===== config.mk =====
export PLATFORM = sky130hd
export DESIGN_NAME = sync_hunt_rx
export DESIGN_NICKNAME = d
export VERILOG_FILES = /design/src/rtl/srx_pkg.sv /design/src/rtl/srx_shifter.sv /design/src/rtl/srx_frame_eval.sv /design/src/rtl/srx_ctrl.sv /design/src/rtl/sync_hunt_rx.sv
export SDC_FILE = /design/constraint.sdc
export NUM_CORES = 1
export LEC_CHECK = 0
export BUFFER_PORTS_ARGS = -buffer_cell sky130_fd_sc_hd__buf_2
export CAP_MARGIN = 0
export CORE_ASPECT_RATIO = 0.8
export CORE_MARGIN = 2
export CORE_UTILIZATION = 25
export CTS_CLUSTER_DIAMETER = 50
export CTS_CLUSTER_SIZE = 28
export DETAILED_ROUTE_END_ITERATION = 8
export PLACE_DENSITY = 0.5
export SETUP_SLACK_MARGIN = 0.15
export SYNTH_ARGS = -nofsm -noshare
export SYNTH_HDL_FRONTEND = slang
export SYNTH_SLANG_ARGS = --single-unit
export TNS_END_PERCENT = 10

===== constraint.sdc =====
create_clock -name clk -period 4.7 [get_ports clk]
set_input_delay 0.94 -clock clk [delete_from_list [all_inputs] [get_ports clk]]
set_output_delay 0.94 -clock clk [all_outputs]
set_load 0.005 [all_outputs]

===== src/rtl/srx_pkg.sv =====
package srx_pkg;
  typedef enum logic [1:0] {
    RX_IDLE  = 2'd0,
    RX_HUNT  = 2'd1,
    RX_WAIT2 = 2'd2,
    RX_SYNC  = 2'd3
  } rx_state_t;
endpackage


===== src/rtl/srx_shifter.sv =====
module srx_shifter #(
  parameter int SW = 9
) (
  input  logic          clk,
  input  logic          rst,
  input  logic          clr,
  input  logic          stb,
  input  logic          din,
  output logic [SW-1:0] nxt
);
  logic [SW-1:0] sr_q;

  // newest bit enters at the top; the oldest falls off the bottom
  assign nxt = {din, sr_q[SW-1:1]};

  always_ff @(posedge clk) begin
    if (rst || clr) sr_q <= '0;
    else if (stb)   sr_q <= nxt;
  end
endmodule


===== src/rtl/srx_frame_eval.sv =====
module srx_frame_eval #(
  parameter int DATA_W  = 8,
  parameter int LEN_W   = 2,
  parameter int MIN_LEN = 5
) (
  input  logic [DATA_W:0]   win,
  input  logic [LEN_W-1:0]  len_sel,
  input  logic              par_en,
  input  logic              par_odd,
  input  logic [DATA_W-1:0] syn1,
  input  logic [DATA_W-1:0] syn2,
  input  logic [DATA_W-1:0] dle,
  output logic [DATA_W-1:0] data_o,
  output logic              par_bad,
  output logic [2:0]        hits,
  output logic [$clog2(DATA_W+2)-1:0] last_idx
);
  localparam int SW = DATA_W + 1;
  localparam int CW = $clog2(DATA_W + 2);

  logic [CW-1:0]     dlen, flen;
  logic [SW-1:0]     aligned;
  logic [DATA_W-1:0] mask;
  logic              pbit;
  logic [DATA_W-1:0] refs [3];

  function automatic logic par_of(input logic [DATA_W-1:0] x,
                                  input logic [DATA_W-1:0] m,
                                  input logic odd);
    return (^(x & m)) ^ odd;
  endfunction

  always_comb begin
    dlen     = CW'(MIN_LEN) + CW'(len_sel);
    flen     = dlen + CW'(par_en);
    last_idx = flen - CW'(1);
    aligned  = win >> (CW'(SW) - flen);
    for (int i = 0; i < DATA_W; i++) mask[i] = (CW'(i) < dlen);
    data_o   = aligned[DATA_W-1:0] & mask;
    pbit     = aligned[dlen];
    par_bad  = par_en && (pbit != par_of(data_o, mask, par_odd));
  end

  assign refs[0] = syn1;
  assign refs[1] = syn2;
  assign refs[2] = dle;

  for (genvar g = 0; g < 3; g++) begin : g_cmp
    assign hits[g] = (data_o == (refs[g] & mask)) &&
                     (!par_en || (pbit == par_of(refs[g], mask, par_odd)));
  end
endmodule


===== src/rtl/srx_ctrl.sv =====
module srx_ctrl
  import srx_pkg::*;
#(
  parameter int DATA_W = 8,
  parameter int CW     = 4
) (
  input  logic              clk,
  input  logic              rst,
  input  logic              rx_en,
  input  logic              bit_stb,
  input  logic              dbl_syn,
  input  logic              strip_en,
  input  logic              jam_en,
  input  logic              xsync,
  input  logic              stat_rd,
  input  logic              data_rd,
  input  logic [CW-1:0]     last_idx,
  input  logic [DATA_W-1:0] data_in,
  input  logic              par_bad,
  input  logic              hit1,
  input  logic              hit2,
  input  logic              hitd,
  output logic [DATA_W-1:0] rx_data,
  output logic              rx_rdy,
  output logic              syn_det,
  output logic              par_err,
  output logic              overrun,
  output logic              xfer
);
  rx_state_t     state;
  logic [CW-1:0] cnt;
  logic          prev1, pend, xsync_q;
  logic          stb_on, done, jam_take, hunt_hit, w2_done, s_done;
  logic          seq_hit, strip, syn_set, xs_rise;

  always_comb begin
    xs_rise  = xsync && !xsync_q;
    done     = (cnt == last_idx);
    stb_on   = rx_en && bit_stb && (state != RX_IDLE);
    jam_take = stb_on && pend;
    hunt_hit = stb_on && !pend && state == RX_HUNT && !jam_en && hit1;
    w2_done  = stb_on && !pend && state == RX_WAIT2 && done;
    s_done   = stb_on && !pend && state == RX_SYNC && done;
    seq_hit  = s_done && !jam_en && (dbl_syn ? (prev1 && hit2) : hit1);
    strip    = strip_en && (hit1 || (dbl_syn && hit2) || hitd);
    xfer     = s_done && !strip;
    syn_set  = jam_take || (hunt_hit && !dbl_syn) || (w2_done && hit2) || seq_hit;
  end

  always_ff @(posedge clk) begin
    if (rst) begin
      state   <= RX_IDLE;
      cnt     <= '0;
      prev1   <= 1'b0;
      pend    <= 1'b0;
      xsync_q <= 1'b0;
      rx_data <= '0;
      rx_rdy  <= 1'b0;
      syn_det <= 1'b0;
      par_err <= 1'b0;
      overrun <= 1'b0;
    end else begin
      xsync_q <= xsync;
      if (stat_rd) syn_det <= 1'b0;
      if (data_rd) rx_rdy  <= 1'b0;
      if (syn_set) syn_det <= 1'b1;
      if (!rx_en) begin
        state  <= RX_IDLE;
        cnt    <= '0;
        pend   <= 1'b0;
        prev1  <= 1'b0;
        rx_rdy <= 1'b0;
      end else begin
        if (state == RX_IDLE) state <= RX_HUNT;
        if (jam_take) begin
          pend  <= 1'b0;
          state <= RX_SYNC;
          cnt   <= CW'(1);
          prev1 <= 1'b0;
        end else if (stb_on) begin
          case (state)
            RX_HUNT: begin
              if (hunt_hit) begin
                state <= dbl_syn ? RX_WAIT2 : RX_SYNC;
                cnt   <= '0;
                prev1 <= 1'b0;
              end
            end
            RX_WAIT2: begin
              if (done) begin
                state <= hit2 ? RX_SYNC : RX_HUNT;
                cnt   <= '0;
                prev1 <= 1'b0;
              end else cnt <= cnt + CW'(1);
            end
            RX_SYNC: begin
              if (done) begin
                cnt   <= '0;
                prev1 <= hit1;
                if (xfer) begin
                  rx_data <= data_in;
                  overrun <= rx_rdy;
                  par_err <= par_bad;
                  rx_rdy  <= 1'b1;
                end
              end else cnt <= cnt + CW'(1);
            end
            default: ;
          endcase
        end
        if (jam_en && xs_rise) pend <= 1'b1;
      end
    end
  end

  // a low enable leaves the receiver idle and not ready
  assert_off_clears_R1: assert property (@(posedge clk) disable iff (rst)
    !rx_en |=> (!rx_rdy && state == RX_IDLE));
  // a character becomes ready only from the aligned state
  assert_load_from_sync_R5: assert property (@(posedge clk) disable iff (rst)
    $rose(rx_rdy) |-> $past(state) == RX_SYNC);
  // loading over an unread character flags overrun
  assert_overrun_R10: assert property (@(posedge clk) disable iff (rst)
    (xfer && rx_rdy) |=> overrun);
  // read strobes clear their flags when nothing sets them
  assert_data_read_R12: assert property (@(posedge clk) disable iff (rst)
    (data_rd && !xfer) |=> !rx_rdy);
  assert_stat_read_R12: assert property (@(posedge clk) disable iff (rst)
    (stat_rd && !syn_set) |=> !syn_det);
  // under external alignment the search holds without a pulse
  assert_jam_hold_R11: assert property (@(posedge clk) disable iff (rst)
    (rx_en && jam_en && state == RX_HUNT && !pend && !xs_rise)
      |=> (state == RX_HUNT || state == RX_IDLE));
endmodule


===== src/rtl/sync_hunt_rx.sv =====
module sync_hunt_rx #(
  parameter int DATA_W  = 8,
  parameter int LEN_W   = 2,
  parameter int MIN_LEN = 5
) (
  input  logic              clk,
  input  logic              rst,
  input  logic              rx_en,
  input  logic              bit_stb,
  input  logic              rx_bit,
  input  logic [LEN_W-1:0]  len_sel,
  input  logic              par_en,
  input  logic              par_odd,
  input  logic              dbl_syn,
  input  logic              strip_en,
  input  logic              jam_en,
  input  logic              xsync,
  input  logic [DATA_W-1:0] syn1,
  input  logic [DATA_W-1:0] syn2,
  input  logic [DATA_W-1:0] dle,
  input  logic              stat_rd,
  input  logic              data_rd,
  output logic [DATA_W-1:0] rx_data,
  output logic              rx_rdy,
  output logic              syn_det,
  output logic              par_err,
  output logic              overrun
);
  localparam int SW = DATA_W + 1;
  localparam int CW = $clog2(DATA_W + 2);

  logic [SW-1:0]     win;
  logic [DATA_W-1:0] data_w;
  logic              par_bad, xfer;
  logic [2:0]        hits;
  logic [CW-1:0]     last_idx;

  srx_shifter #(.SW(SW)) u_shift (
    .clk(clk), .rst(rst), .clr(!rx_en), .stb(bit_stb), .din(rx_bit), .nxt(win)
  );

  srx_frame_eval #(.DATA_W(DATA_W), .LEN_W(LEN_W), .MIN_LEN(MIN_LEN)) u_eval (
    .win(win), .len_sel(len_sel), .par_en(par_en), .par_odd(par_odd),
    .syn1(syn1), .syn2(syn2), .dle(dle),
    .data_o(data_w), .par_bad(par_bad), .hits(hits), .last_idx(last_idx)
  );

  srx_ctrl #(.DATA_W(DATA_W), .CW(CW)) u_ctrl (
    .clk(clk), .rst(rst), .rx_en(rx_en), .bit_stb(bit_stb),
    .dbl_syn(dbl_syn), .strip_en(strip_en), .jam_en(jam_en), .xsync(xsync),
    .stat_rd(stat_rd), .data_rd(data_rd), .last_idx(last_idx),
    .data_in(data_w), .par_bad(par_bad),
    .hit1(hits[0]), .hit2(hits[1]), .hitd(hits[2]),
    .rx_data(rx_data), .rx_rdy(rx_rdy), .syn_det(syn_det),
    .par_err(par_err), .overrun(overrun), .xfer(xfer)
  );

  // bits above the character length are zero on every fresh load
  assert_zero_high_R6: assert property (@(posedge clk) disable iff (rst)
    $rose(rx_rdy) |-> ((rx_data >> (MIN_LEN + int'($past(len_sel)))) == '0));
endmodule


; ---- Word-level counts from Yosys, hierarchy flattened
; Cells that the tools add are included.
[word_totals]
elab_cells = 143
output_inout_bits = 12
reg_bits = 30
inputBits = 39
[classes]
reduce_logical = 60
magnitude_cmp = 9
n_addsub = 5
shifts = 1
n_bitwise = 11
n_eq_ne = 15
muxes = 30
[ops]
columns = op, count
row1 = 8-bit AND, 5
row2 = 8-bit parity, 4
row3 = 1-bit logical AND, 25
row4 = 8-bit == test, 3
row5 = 1-bit two-way mux, 18
row6 = "3-bit by 4-bit < comparator with 1-bit output, first input constant", 4
row7 = 2-bit two-way mux, 6
row8 = 2-bit nonzero test, 5
row9 = 1-bit logical OR, 9
row10 = 9-bit by 4-bit >> shifter with 9-bit output, 1
row11 = "1-bit by 4-bit < comparator with 1-bit output, first input constant", 2
row12 = "2-bit by 4-bit < comparator with 1-bit output, first input constant", 2
row13 = 4-bit two-way mux, 2
row14 = 4-bit one-hot mux with 2 select lines, 1
row15 = 1-bit logical NOT, 7
row16 = "2-bit by 1-bit != test with 1-bit output, second input constant", 3
row17 = 3-bit AND reduction, 2
row18 = 6-bit AND reduction, 1
row19 = 3-bit nonzero test, 2
row20 = "4-bit by 5-bit < comparator with 1-bit output, second input constant", 1
row21 = 5-bit AND reduction, 1
row22 = "3-bit by 2-bit adder with 4-bit output, first input constant", 1
row23 = 4-bit by 1-bit adder with 4-bit output, 1
row24 = "4-bit by 1-bit adder with 4-bit output, second input constant", 1
row25 = 16 further kinds, 24

; ---- Depth between registers and ports, before layout
; Gate-level depths: netlist of run 1.
[depth]
depth_word = 20
depth_mapped = 15
ltp_nobuf = 13

; ---- By module
; A second synthesis of run 1 with hierarchy kept.
[unflattened]
hier_cells = 311
hier_area_um2 = 2777.7
[by_module_without_submodules]
columns = module, area_per_inst_um2, n_inst, cells_per_inst
row1 = srx_frame_eval, 1251.2, 1, 142
row2 = srx_ctrl, 1219.9, 1, 140
row3 = srx_shifter, 302.8, 1, 28
row4 = sync_hunt_rx, 3.8, 1, 1

; ---- Worst setup path before layout of run 1
; Ideal clock, no wire load.
[synth_timing]
path_kind = input -> register
start = in len_sel[0]
end = reg u_ctrl.cnt[2]
slack_ns = 0.425
arrival_ns = 4.157
t_required_ns = 4.583
n_path_buf = 1
cell_stages = 14
cell_sequence = inv_1 ha_1 inv_1 fa_1 buf_2 nand2b_1 nor2_1 o311a_1 o31ai_4 xnor2_1 a211oi_4 nand4b_4 a221o_1 a32o_1
[synth_between]
elab_chain_cells = 12
[synth_lines]
columns = element, line
row1 = start: declaration, sync_hunt_rx.sv:11  ; input logic [LEN_W-1:0] len_sel,
row2 = 3-bit by 2-bit adder with 4-bit output (*), srx_frame_eval.sv:34  ; dlen = CW'(MIN_LEN) + CW'(len_sel);
row3 = 4-bit by 1-bit adder with 4-bit output, srx_frame_eval.sv:35  ; flen = dlen + CW'(par_en);
row4 = 4-bit subtractor, srx_frame_eval.sv:37  ; aligned = win >> (CW'(SW) - flen);
row5 = 9-bit by 4-bit >> shifter with 9-bit output, srx_frame_eval.sv:37
row6 = 1-bit binary-select mux with 4-bit select, srx_frame_eval.sv:40  ; pbit = aligned[dlen];
row7 = 1-bit two-way mux (implied by the code), srx_frame_eval.sv:40
row8 = 1-bit == test, srx_frame_eval.sv:50  ; (!par_en || (pbit == par_of(refs[g], mask, par_odd)));
row9 = 1-bit logical OR, srx_frame_eval.sv:50
row10 = 1-bit logical AND, srx_frame_eval.sv:49  ; assign hits[g] = (data_o == (refs[g] & mask)) &&
row11 = 1-bit logical AND, srx_ctrl.sv:41  ; hunt_hit = stb_on && !pend && state == RX_HUNT && !jam_en && hit1;
row12 = 2-bit by 1-bit != test with 1-bit output (no line), -
row13 = 3-bit AND reduction (no line), -
row14 = end signal: assignment, srx_ctrl.sv:94  ; end else cnt <= cnt + CW'(1);
row15 = end signal: assignment, srx_ctrl.sv:106  ; end else cnt <= cnt + CW'(1);
row16 = end: declaration, srx_ctrl.sv:31  ; logic [CW-1:0] cnt;
; Mark *: on every way between the ends. The rest lies on a longest branch, timed or not. The select of a mux whose other input is x is not followed.
; A chain may end at the register's enable or synchronous reset.

; ---- Final worst setup path of run 1
[layout_timing]
start = in par_en
end = reg u_ctrl.cnt[2]
[layout_between]
elab_chain_cells = 11
[layout_lines]
columns = element, line
row1 = start: declaration, sync_hunt_rx.sv:12  ; input logic par_en,
row2 = 4-bit by 1-bit adder with 4-bit output, srx_frame_eval.sv:35
row3 = 4-bit subtractor, srx_frame_eval.sv:37
row4 = 9-bit by 4-bit >> shifter with 9-bit output, srx_frame_eval.sv:37
row5 = 1-bit binary-select mux with 4-bit select, srx_frame_eval.sv:40
row6 = 1-bit two-way mux (implied by the code), srx_frame_eval.sv:40
row7 = 1-bit == test, srx_frame_eval.sv:50
row8 = 1-bit logical OR, srx_frame_eval.sv:50
row9 = 1-bit logical AND, srx_frame_eval.sv:49
row10 = 1-bit logical AND, srx_ctrl.sv:41
row11 = 2-bit by 1-bit != test with 1-bit output (no line), -
row12 = 3-bit AND reduction (no line), -
; Parallel ways exist; a longest one is shown, timed or not. The select of a mux whose other input is x is not followed.

==> results of run 1 <==
layer usage:
| layer | share of wire (%) | GRT usage [%] | wire (µm) | up-vias |
|---|---|---|---|---|
| li1 | - | - | - | 1312 |
| met1 | 51 | 20.0 | 4010 | 1241 |
| met2 | 43 | 20.8 | 3380 | 59 |
| met5 | 0 | 0 | 0 | - |
| met3 | 5.3 | 3.04 | 419 | 8 |
| met4 | 0.76 | 2.12 | 60 | 0 |
area by class of cell:
type | instances | share of cell area [%]
multi-input cells | 269 | 60.3
flip-flops and latches | 29 | 16.8
repair buffers | 68 | 11.2
well taps | 144 | 5.22
clock buffers | 5 | 3.63
inverters | 14 | 1.52
clock inverters | 3 | 1.34
placed cells by master, fill, tap and decap left out, types with 2 or more instances in the layout:
cell type  instances
nor2_1            31
a211oi_1           6
buf_4             18
nor3b_1            2
a21oi_1           15
o2111ai_1          3
o21a_1             3
and3_1             2
o2111a_1           2
a221o_1            3
ha_1               9
nand2b_1           9
o31ai_1            2
xnor2_1           39
xor2_1            16
o21ai_0           14
o41ai_1            2
nor3_1             6
mux2i_1           18
nor2b_1            9
mux4_2             3
o22ai_1            5
nand4_1            4
clkbuf_16          5
inv_1             14
dfxtp_1           29
a31oi_1            2
nand2_1           14
a32o_1             2
xnor3_1            3
nand3_1            9
a22oi_1            5
buf_2             50
o211ai_1           3
a221oi_1           2
worst max-delay path: stages:
cell	delay [ns]
buf_2	0.23
ha_1	0.19
inv_1	0.04
fa_1	0.45
buf_4	0.22
mux4_2	0.48
a221o_1	0.31
o31ai_1	0.09
o2111ai_1	0.28
a211oi_4	0.37
nand4b_4	0.22
a221o_1	0.37
a32o_1	0.25
flip-flops by register name, indices dropped and copies added, names as in the netlist:
| signal | count |
|---|---|
| u_ctrl.cnt | 4 |
| u_shift.sr_q | 8 |
| u_ctrl.overrun | 1 |
| u_ctrl.rx_data | 8 |
| u_ctrl.pend | 1 |
| u_ctrl.syn_det | 1 |
| u_ctrl.state | 2 |
| u_ctrl.par_err | 1 |
| u_ctrl.prev1 | 1 |
| u_ctrl.xsync_q | 1 |
| u_ctrl.rx_rdy | 1 |
stage by stage:
| step | setup slack, ns | cell area (µm²) | hold WS, ns | instances |
|---|---|---|---|---|
| 6_report | 0.429 | 3450 | 0.476 | 532 |
| 5_1_grt | 0.171 | 3450 | 0.494 | 532 |
| 4_1_cts | 0.368 | 3440 | 0.479 | 531 |
| 3_5_place_dp | 0.0917 | 3270 | 0.467 | 523 |
| 3_3_place_gp | 0.0928 | 3270 | 0.449 | 523 |
| 2_1_floorplan | 0.425 | 2780 | 0.435 | 325 |
power by group:
part	leakage (nW)	internal [mW]	switching [mW]
clock	0.0800	0.250	0.122
combinational	1.03	0.115	0.132
sequential	0.234	0.248	0.00140
total	1.34	0.613	0.255
what timing repair did:
action                                  in CTS  in global routing
buffers inserted                             0                  1
resized for setup                            0                  1
hold endpoints to repair                     0                  0
endpoints found under the setup margin       0                  4
worst max path at each step:
stage               start       endpoint  slack, ns
2_1_floorplan  len_sel[0]  u_ctrl.cnt[2]       0.43
3_3_place_gp       par_en  u_ctrl.cnt[2]       0.09
3_5_place_dp       par_en  u_ctrl.cnt[2]       0.09
4_1_cts            par_en  u_ctrl.cnt[2]       0.37
5_1_grt            par_en  u_ctrl.cnt[2]       0.17
6_report           par_en  u_ctrl.cnt[2]       0.43
cells by family (layout without fill, tap and decap cells):
logic type	after synthesis	after routing	synth area share, %
adders and majority gates	10	10	4.77
xor gates and xnor gates	58	58	19.8
muxes	22	22	9.41
DFF	29	29	20.9
AOI/OAI and AO/OA	84	84	23.1
buffers and inverters	27	90	4.41
and+or+nand+nor	95	95	17.7
==> results_tabular.tex, run 1 <==
\begin{tabular}{lr}
\hline
Metric & Value \\
\hline
\multicolumn{2}{l}{\textbf{Outcome}} \\
\quad Outcome & completed \\
\multicolumn{2}{l}{\textbf{Floorplanning}} \\
\quad FP Rows & 34 \\
\quad Floorplan Core Area & 10800 µm² \\
\quad Top-level port count & 51 \\
\quad Die area & 12000 µm² \\
\quad Starting Density & 25.6\% \\
\quad Horiz. Die Dim & roughly 120 µm \\
\quad Die outline height & between 90 and 100 µm \\
\multicolumn{2}{l}{\textbf{STA}} \\
\quad Number of hold-slack violations in the final timing report & 0 \\
\quad Final Max Tran Viols & 0 \\
\quad Fmax achieved & 0.234 GHz \\
\quad Tightest Pin Transition & 0.693 ns \\
\quad Tightest slew margin relative to the limit & 53.3\% \\
\quad Aggregate negative setup slack & 0 ns \\
\quad Setup violations, final & 0 \\
\quad Final worst path period share & between 90\% and 100\% \\
\quad Final critical-path required period & 4.27 ns \\
\quad Layout Skew & 0.00633 ns \\
\quad Unrepaired setup endpoints after global routing & no \\
\multicolumn{2}{l}{\textbf{Job}} \\
\quad MaxCap Viol Count & 0 \\
\multicolumn{2}{l}{\textbf{Clock network}} \\
\quad Master cell of the clock root buffer & clkbuf\_16 \\
\quad Bufs on Longest Clock Path & 2 \\
\quad Skew-Pair Late Insertion Delay & 0.28 ns \\
\quad Reg clk slew, reported paths & 0.05 ns \\
\quad Clock Sink Count & 29 \\
\quad Number of hold buffers added after CTS & 0 \\
\quad TritonCTS clock tree & built \\
\quad H-tree depth & 2 \\
\quad Clock buffer count from CTS & 5 \\
\multicolumn{2}{l}{\textbf{Worst setup path}} \\
\quad Cell count of the worst reg-to-reg path & 9 \\
\quad Largest fanout on the critical path & 12 \\
\quad Worst path arrival time & roughly 4.4 ns \\
\quad Worst-case register-to-register setup slack & 1.66 ns \\
\quad Reg-to-Reg End & u\_ctrl.rx\_data[0] \\
\quad Type of element launching the critical path & input pin \\
\quad Type of destination of the critical path & register \\
\quad Beginning of the worst register-to-register path & u\_shift.sr\_q[5] \\
\quad Crit path required time & slightly below 5 ns \\
\quad Critical path class & input pin to register \\
\multicolumn{2}{l}{\textbf{Min path}} \\
\quad Worst hold path depth & 2 \\
\quad Startpoint of the most critical hold path & u\_ctrl.rx\_rdy \\
\quad Path class of the lowest-slack min-delay path & register to register \\
\quad Hold worst-path end & u\_ctrl.overrun \\
\multicolumn{2}{l}{\textbf{Final layout}} \\
\quad Fillers & 1166 \\
\quad Multi-input logic area & 2080 µm² \\
\quad Antenna diodes & 0 \\
\quad Net total in the final layout & 436 \\
\quad Final Core Density & 31.8\% \\
\quad Sequential cell area in the final layout & 581 µm² \\
\quad Signed area change from the synthesized netlist to the final layout & 24.1\% \\
\quad Fraction of layout instances using a drive strength above 1 & 22.7\% \\
\multicolumn{2}{l}{\textbf{Synthesis}} \\
\quad Total of flip-flops plus latches after synthesis & 29 \\
\quad Number of distinct library cell variants in the gate-level netlist after synthesis & 62 \\
\quad Share of Yosys cell area claimed by the top area cell type & a little over a fifth \\
\quad Predominant post-synthesis flop cell & dfxtp\_1 \\
\quad Ys Warns & 0 \\
\quad Cells taking the most area after synthesis & dfxtp\_1 21\%, xnor2\_1 12\%, mux2i\_1 6.5\% \\
\quad Mean instance size in the synthesized netlist & 8.55 µm² \\
\quad Most used standard cell by instance count after synthesis & xnor2\_1 \\
\quad Count of flip-flops with a built-in enable after synthesis & 0 \\
\quad Number of cells produced by synthesis & around 330 \\
\quad Syn Std Cell Area & 2780 µm² \\
\quad Net count of the mapped netlist & 374 \\
\quad Sequential element share of the synthesized area & 20.9\% \\
\quad Area leader, netlist & dfxtp\_1 \\
\quad Fraction of registers with async set or reset after synthesis & 0\% \\
\quad List of most frequent post-synthesis cells & 39 x xnor2\_1, 32 x nor2\_1, 29 x dfxtp\_1 \\
\multicolumn{2}{l}{\textbf{Detailed routing}} \\
\quad Detailed Routing Iterations Pass 1 & 4 \\
\quad Residual DRC & 0 \\
\quad Via density per instance & 4.92 \\
\quad Total length of routed wires & 7860 µm \\
\quad DR vias & between 2000 and 3000 \\
\quad Number of violations reported at the end of detailed-routing iteration 0 & 191 \\
\quad Antenna-violating nets left & 0 \\
\quad Avg WL per Cell & 14.8 µm \\
\multicolumn{2}{l}{\textbf{Place}} \\
\quad Number of input and output port buffers inserted & 50 \\
\quad Post-DP HPWL & 6260 µm \\
\quad Final weighted congestion in routability-driven placement & about 0.85 \\
\multicolumn{2}{l}{\textbf{Pwr}} \\
\quad Worst supply voltage drop on vdd & 0.000136 V \\
\quad Power after layout & 868 µW \\
\quad Power per cell area & 252 nW/µm² \\
\quad Leakage power figure & 1.34 nW \\
\multicolumn{2}{l}{\textbf{GRT}} \\
\quad Remaining global-route overflow & 0 \\
\quad Maximum number of pins on one net before global-route repair & 19 \\
\quad Overall routing resource usage & 13.7\% \\
\quad Via count of the first global-routing pass & around 2500 \\
\quad Wire length of the first global-routing pass & 13100 µm \\
\quad Antenna violations before repair & 0 \\
\hline
\end{tabular}
No activity file was read; power rests on OpenSTA's default activity.
==> run 2, diff against run 1 <==
CORE_UTILIZATION = 40   (was 25)
PLACE_DENSITY = 0.69   (was 0.5)
==> results_tabular.tex, run 2 (synthesized netlist as in run 1, its figures left out) <==
\begin{tabular}{lr}
\hline
Metric & Value \\
\hline
\multicolumn{2}{l}{\textbf{Outcome}} \\
\quad Outcome & completed \\
\multicolumn{2}{l}{\textbf{Job}} \\
\quad MaxCap Viol Count & 0 (unchanged) \\
\multicolumn{2}{l}{\textbf{Pwr}} \\
\quad Fraction of power consumed by combinational cells & 34.5\% (+6.0 points) \\
\quad Net switching fraction of the power & 33.5\% (+4.1 points) \\
\quad Worst supply voltage drop on vdd & 0.000109 V (-20\%) \\
\quad Power Internal & 459 µW (-25\%) \\
\quad Leakage power figure & 1.27 nW (-5.5\%) \\
\quad Part of the power in the clock network & 29.4\% (-14 points) \\
\quad Power per cell area & 213 nW/µm² (-15\%) \\
\quad Switching Power & 231 µW (-9.4\%) \\
\quad Sequential cell fraction of total power & 36.1\% (+7.4 points) \\
\multicolumn{2}{l}{\textbf{Place}} \\
\quad Number of input and output port buffers inserted & 50 (unchanged) \\
\quad Number of placed instances with taps included & 459 (-12\%) \\
\quad Post-Place Worst Slack & 0.0909 ns (-0.000839 ns) \\
\quad Final weighted congestion in routability-driven placement & 0.880 (+3.2\%) \\
\quad Post-DP HPWL & 5660 µm (-9.6\%) \\
\multicolumn{2}{l}{\textbf{Detailed routing}} \\
\quad Number of violations reported at the end of detailed-routing iteration 0 & 112 (-41\%) \\
\quad Via density per instance & 5.50 (+12\%) \\
\quad Antenna-violating nets left & 0 (unchanged) \\
\quad Residual DRC & 0 (unchanged) \\
\quad Total length of routed wires & 7150 µm (-9.1\%) \\
\quad Detailed Routing Iterations Pass 1 & 5 (+1) \\
\quad Avg WL per Cell & 15.3 µm (+3.6\%) \\
\quad DR vias & 2567 (-2.0\%) \\
\multicolumn{2}{l}{\textbf{Floorplanning}} \\
\quad FP Rows & 27 (-21\%) \\
\quad Starting Density & 40.9\% (+15 points) \\
\quad Die outline height & 78.6 µm (-20\%) \\
\quad Top-level port count & 51 (unchanged) \\
\quad Die area & 7630 µm² (-36\%) \\
\quad Floorplan Core Area & 6790 µm² (-37\%) \\
\quad Horiz. Die Dim & 97.2 µm (-20\%) \\
\multicolumn{2}{l}{\textbf{Final layout}} \\
\quad Signed area change from the synthesized netlist to the final layout & 16.3\% \\
\quad Net total in the final layout & 428 (-1.8\%) \\
\quad Final Core Density & 47.6\% (+16 points) \\
\quad Most common cell after layout, fill and taps aside & buf\_2 \\
\quad Registers with the most flip-flops & u\_ctrl.rx\_data (8), u\_shift.sr\_q (8), u\_ctrl.cnt (4) \\
\quad Antenna diodes & 0 (unchanged) \\
\quad Leading cell types in the layout, fill and taps excluded & 50 x buf\_2, 39 x xnor2\_1, 32 x nor2\_1 \\
\quad Layout Cells excl Fill & 467 (-12\%) \\
\quad Fraction of layout instances using a drive strength above 1 & 21.1\% (-1.6 points) \\
\multicolumn{2}{l}{\textbf{Clock network}} \\
\quad Bufs on Longest Clock Path & 2 (unchanged) \\
\quad Clock Sink Count & 29 (unchanged) \\
\quad Skew-Pair Late Insertion Delay & 0.29 ns (about the same) \\
\quad TritonCTS clock tree & built \\
\quad H-tree depth & 2 (unchanged) \\
\quad Number of hold buffers added after CTS & 0 (unchanged) \\
\quad Post-CTS setup buffers & 0 (unchanged) \\
\quad Reg clk slew, reported paths & 0.07 ns (+0.02 ns) \\
\quad Clock buffer count from CTS & 5 (unchanged) \\
\quad Master cell of the clock root buffer & clkbuf\_8 \\
\multicolumn{2}{l}{\textbf{STA}} \\
\quad Layout Skew & 0.00418 ns (-0.00215 ns) \\
\quad Tightest slew margin relative to the limit & 53.7\% (+0.40 points) \\
\quad Post-Route Hold Slack & 0.464 ns (-0.0111 ns) \\
\quad Unrepaired setup endpoints after global routing & yes \\
\quad Final Max Tran Viols & 0 (unchanged) \\
\quad Number of hold-slack violations in the final timing report & 0 (unchanged) \\
\quad Fmax achieved & 0.231 GHz (-1.2\%) \\
\quad Setup violations, final & 0 (unchanged) \\
\quad Post-layout worst setup margin & 0.378 ns (-0.0509 ns) \\
\quad Tightest Pin Transition & 0.690 ns (-0.00282 ns) \\
\quad Final worst path period share & 92.0\% (+1.1 points) \\
\quad Final critical-path required period & 4.32 ns (+0.0509 ns) \\
\quad Aggregate negative setup slack & 0 ns (unchanged) \\
\multicolumn{2}{l}{\textbf{Worst setup path}} \\
\quad Critical path class & input pin to register \\
\quad Type of destination of the critical path & register \\
\quad Worst path arrival time & 4.52 ns (+0.08 ns) \\
\quad Crit path required time & 4.90 ns (+0.03 ns) \\
\quad Type of element launching the critical path & input pin \\
\quad Largest fanout on the critical path & 16 (+4) \\
\multicolumn{2}{l}{\textbf{GRT}} \\
\quad Via count of the first global-routing pass & 2518 (+1.0\%) \\
\quad Maximum number of pins on one net before global-route repair & 17 (-2) \\
\quad Antenna violations before repair & 0 (unchanged) \\
\quad Wire length of the first global-routing pass & 11900 µm (-9.6\%) \\
\quad Overall routing resource usage & 19.0\% (+5.3 points) \\
\quad Remaining global-route overflow & 0 (unchanged) \\
\multicolumn{2}{l}{\textbf{Min path}} \\
\quad Path class of the lowest-slack min-delay path & register to register \\
\hline
\end{tabular}
## run 2: cell count changes in the layout (fill, tap and decap cells not counted), sizes merged
cell,before,now
buf,68,60
clkinv,1,2
bufinv,1,0
## run 2: layer usage
layer	part of all wire, %	global-route usage [%]	up-vias
li1	-	-	1292
met1	49	25.4	1200
met2	44	30.7	67
met3	5.9	4.81	8
met4	0.71	4.51	0
met5	0	0	-
## run 2: final cells by class
cell class | instances | area (µm²)
Clock buffer | 5 | 68.8
Sequential cell | 29 | 581
Fill cell | 667 | 3560
Inverter | 14 | 52.6
Timing Repair Buffer | 60 | 325
Tap cell | 87 | 109
Clock inverter | 3 | 17.5
Multi-Input combinational cell | 269 | 2080
## run 2: final timing paths
kind / start / to / slack [ns] / depth (start not counted)
worst min-delay path: u_ctrl.prev1 / u_ctrl.prev1 / 0.46 / 2
worst max register to register: u_shift.sr_q[8] / u_ctrl.rx_data[3] / 1.66 / 9
worst max-delay path: par_en / u_ctrl.rx_data[3] / 0.38 / 14
worst min register to register: u_ctrl.prev1 / u_ctrl.prev1 / 0.46 / 2
## run 2: worst max-delay path, stage by stage
cell	delay, ns
buf_2	0.21
ha_1	0.18
inv_1	0.05
fa_1	0.51
buf_4	0.23
inv_1	0.13
o22ai_1	0.12
o311a_1	0.34
o31ai_4	0.37
xnor3_1	0.44
a2111oi_4	0.41
o31a_2	0.26
nor2_1	0.09
a211oi_1	0.24
## run 2: power by group through the flow
stage               sequential, mW  clock [mW]  combinational (mW)
finish                       0.249       0.203               0.238
global route                 0.249       0.219               0.259
CTS                          0.249       0.209               0.238
detailed placement           0.254           0               0.237
global placement             0.254           0               0.233
floorplan                    0.254           0               0.176
## run 2: timing repair
action / 4_1_cts / 5_1_grt
resized for setup: 0 / 1
hold endpoints to repair: 0 / 0
setup endpoints to repair: 0 / 3
## run 2: through the flow
step	area (µm²)	power (mW)
floorplan	2780	0.430
global placement	3140	0.487
detailed placement	3140	0.491
CTS	3230	0.695
global route	3230	0.727
finish	3230	0.690
==> run 3, diff against run 2 <==
PLACE_DENSITY = 0.65   (was 0.69)
==> results_tabular.tex, run 3 (synthesized netlist as in run 1, its figures left out) <==
\begin{tabular}{lr}
\hline
Metric & Value \\
\hline
\multicolumn{2}{l}{\textbf{Worst setup path}} \\
\quad Largest fanout on the critical path & 16 (unchanged) \\
\quad Reg-to-Reg End & u\_ctrl.rx\_data[3] \\
\quad Beginning of the worst register-to-register path & u\_shift.sr\_q[8] \\
\quad Worst-case register-to-register setup slack & 1.54 ns (-0.12 ns) \\
\quad Critical path class & input pin to register \\
\quad Slowest stage delay, CP & 0.51 ns (about the same) \\
\quad Worst path arrival time & 4.51 ns (about the same) \\
\quad Series of cell instances along the critical path & buf\_2 -> inv\_1 -> ha\_1 -> inv\_1 -> fa\_1 -> buf\_4 -> inv\_1 -> o22ai\_1 -> o311a\_1 -> o31ai\_4 -> xnor3\_1 -> a2111oi\_4 -> o31a\_2 -> nor2\_1 -> a211oi\_1 \\
\quad Type of element launching the critical path & input pin \\
\quad Type of destination of the critical path & register \\
\quad Critical Path Most Common Cell & inv\_1 \\
\quad Cell count of the worst reg-to-reg path & 9 (unchanged) \\
\quad Crit path required time & 4.89 ns (about the same) \\
\quad Slowest library cell on the worst path & fa\_1 \\
\multicolumn{2}{l}{\textbf{Min path}} \\
\quad Hold worst-path end & u\_ctrl.prev1 \\
\quad Worst hold path depth & 2 (unchanged) \\
\quad Path class of the lowest-slack min-delay path & register to register \\
\quad Startpoint of the most critical hold path & u\_ctrl.prev1 \\
\multicolumn{2}{l}{\textbf{Outcome}} \\
\quad Outcome & completed \\
\multicolumn{2}{l}{\textbf{Place}} \\
\quad Dpl cell area & 3150 µm² (+0.24\%) \\
\quad Final weighted congestion in routability-driven placement & 0.917 (+4.2\%) \\
\quad Number of input and output port buffers inserted & 50 (unchanged) \\
\quad Post-DP HPWL & 5610 µm (-0.85\%) \\
\quad Post-Place Worst Slack & 0.120 ns (+0.0291 ns) \\
\multicolumn{2}{l}{\textbf{Pwr}} \\
\quad Worst supply voltage drop on vdd & 0.000117 V (+7.6\%) \\
\quad Power per cell area & 213 nW/µm² (-0.18\%) \\
\quad Leakage power figure & 1.27 nW (+0.51\%) \\
\multicolumn{2}{l}{\textbf{STA}} \\
\quad Fmax achieved & 0.232 GHz (+0.18\%) \\
\quad Setup violations, final & 0 (unchanged) \\
\quad Number of hold-slack violations in the final timing report & 0 (unchanged) \\
\quad Final critical-path required period & 4.31 ns (-0.00794 ns) \\
\quad Final worst path period share & 91.8\% (-0.17 points) \\
\quad Post-layout worst setup margin & 0.386 ns (+0.00794 ns) \\
\quad Final Max Tran Viols & 0 (unchanged) \\
\quad Layout Skew & 0.0118 ns (+0.00762 ns) \\
\quad Aggregate negative setup slack & 0 ns (unchanged) \\
\quad Tightest slew margin relative to the limit & 54.3\% (+0.59 points) \\
\quad Unrepaired setup endpoints after global routing & no \\
\quad Tightest Pin Transition & 0.678 ns (-0.0118 ns) \\
\multicolumn{2}{l}{\textbf{Detailed routing}} \\
\quad DR vias & 2612 (+1.8\%) \\
\quad DR WL met2 & 3240 µm (+2.4\%) \\
\quad Avg WL per Cell & 15.3 µm (-0.31\%) \\
\quad Top layer reached by signal wires & met4 \\
\quad Antenna-violating nets left & 0 (unchanged) \\
\quad Detailed Routing Iterations Pass 1 & 5 (unchanged) \\
\quad Residual DRC & 0 (unchanged) \\
\quad Met1 wire length & 3540 µm (+0.83\%) \\
\quad Total length of routed wires & 7140 µm (about the same) \\
\quad Number of violations reported at the end of detailed-routing iteration 0 & 143 (+28\%) \\
\quad Met3 WL & 315 µm (-25\%) \\
\quad Via density per instance & 5.58 (+1.5\%) \\
\multicolumn{2}{l}{\textbf{Floorplanning}} \\
\quad Starting Density & 40.9\% (unchanged) \\
\quad FP Rows & 27 (unchanged) \\
\quad Die outline height & 78.6 µm (unchanged) \\
\quad Floorplan Core Area & 6790 µm² (unchanged) \\
\quad Die area & 7630 µm² (unchanged) \\
\quad Top-level port count & 51 (unchanged) \\
\quad Horiz. Die Dim & 97.2 µm (unchanged) \\
\multicolumn{2}{l}{\textbf{Clock network}} \\
\quad Clock Sink Count & 29 (unchanged) \\
\quad H-tree depth & 2 (unchanged) \\
\quad TritonCTS clock tree & built \\
\quad Clock buffer count from CTS & 5 (unchanged) \\
\quad Reg clk slew, reported paths & 0.07 ns (about the same) \\
\quad Number of hold buffers added after CTS & 0 (unchanged) \\
\quad Skew-Pair Late Insertion Delay & 0.28 ns (about the same) \\
\quad Bufs on Longest Clock Path & 2 (unchanged) \\
\quad Master cell of the clock root buffer & clkbuf\_8 \\
\multicolumn{2}{l}{\textbf{GRT}} \\
\quad Wire length of the first global-routing pass & 12000 µm (+1.4\%) \\
\quad Via count of the first global-routing pass & 2433 (-3.4\%) \\
\quad Remaining global-route overflow & 0 (unchanged) \\
\quad Antenna violations before repair & 0 (unchanged) \\
\quad Maximum number of pins on one net before global-route repair & 17 (unchanged) \\
\quad Overall routing resource usage & 19.1\% (+0.14 points) \\
\multicolumn{2}{l}{\textbf{Final layout}} \\
\quad Signed area change from the synthesized netlist to the final layout & 16.9\% \\
\quad Final Core Density & 47.8\% (+0.24 points) \\
\quad Fin area & 3250 µm² (+0.50\%) \\
\quad Fillers & 687 (+3.0\%) \\
\quad Leading cell types in the layout, fill and taps excluded & 50 x buf\_2, 39 x xnor2\_1, 32 x nor2\_1 \\
\quad Antenna diodes & 0 (unchanged) \\
\quad Registers with the most flip-flops & u\_ctrl.rx\_data (8), u\_shift.sr\_q (8), u\_ctrl.cnt (4) \\
\quad Most common cell after layout, fill and taps aside & buf\_2 \\
\quad Net total in the final layout & 429 (+0.23\%) \\
\quad Fraction of layout instances using a drive strength above 1 & 21.3\% (+0.21 points) \\
\multicolumn{2}{l}{\textbf{Job}} \\
\quad MaxCap Viol Count & 0 (unchanged) \\
\hline
\end{tabular}
run 3: cell types whose count changed in the layout (fill, tap and decap cells not counted):
cell,delta
buf_4,+1
o31ai_2,-1
o31ai_4,+1
run 3: worst max path at each step:
stage                     startpoint                 to  slack (ns)  cells after the start
final                     len_sel[0]  u_ctrl.rx_data[3]        0.39                     15
after detailed placement  len_sel[0]      u_ctrl.cnt[2]        0.12                     14
after floorplan           len_sel[0]      u_ctrl.cnt[2]        0.43                     14
after global routing      len_sel[0]  u_ctrl.rx_data[3]        0.16                     15
after global placement    len_sel[0]  u_ctrl.rx_data[0]        0.23                     15
after CTS                 len_sel[0]      u_ctrl.cnt[2]        0.43                     14
run 3: report_power, final:
group,internal [mW],switching [mW]
Combinational,0.109,0.129
Sequential,0.247,0.00147
Clock,0.102,0.103
Total,0.459,0.233
run 3: area by class of cell:
type / count / area [µm²] / share of cell area, %
inverters: 14 / 52.6 / 1.62
well taps: 87 / 109 / 3.35
repair buffers: 61 / 333 / 10.2
clock buffers: 5 / 68.8 / 2.12
multi-input cells: 269 / 2090 / 64.3
clock inverters: 3 / 17.5 / 0.539
flip-flops and latches: 29 / 581 / 17.9
run 3: through the flow:
stage | std cells | hold WS (ns) | power (mW)
after global placement | 460 | 0.450 | 0.488
after global routing | 468 | 0.524 | 0.732
after detailed placement | 460 | 0.462 | 0.491
after CTS | 468 | 0.474 | 0.696
final | 468 | 0.470 | 0.692
after floorplan | 325 | 0.435 | 0.430
run 3: metal layers:
metal / up-vias / global-route usage [%]
li1: 1291 / -
met1: 1253 / 27.0
met2: 61 / 30.6
met3: 7 / 3.83
met4: 0 / 3.10
met5: - / 0
run 3: critical path, delay by kind of cell:
family | cells | cell delay, ns
XOR/XNOR | 1 | 0.44
AND/OR/NAND/NOR | 1 | 0.09
buffers and inverters | 5 | 0.60
AO/OA/AOI/OAI | 6 | 1.78
adder cells (fa/ha/maj) | 2 | 0.65
run 3: timing repair:
action,CTS,global route
endpoints found under the hold margin,0,0
setup endpoints to repair,0,5
buffers inserted,0,0
gates resized for setup,0,2
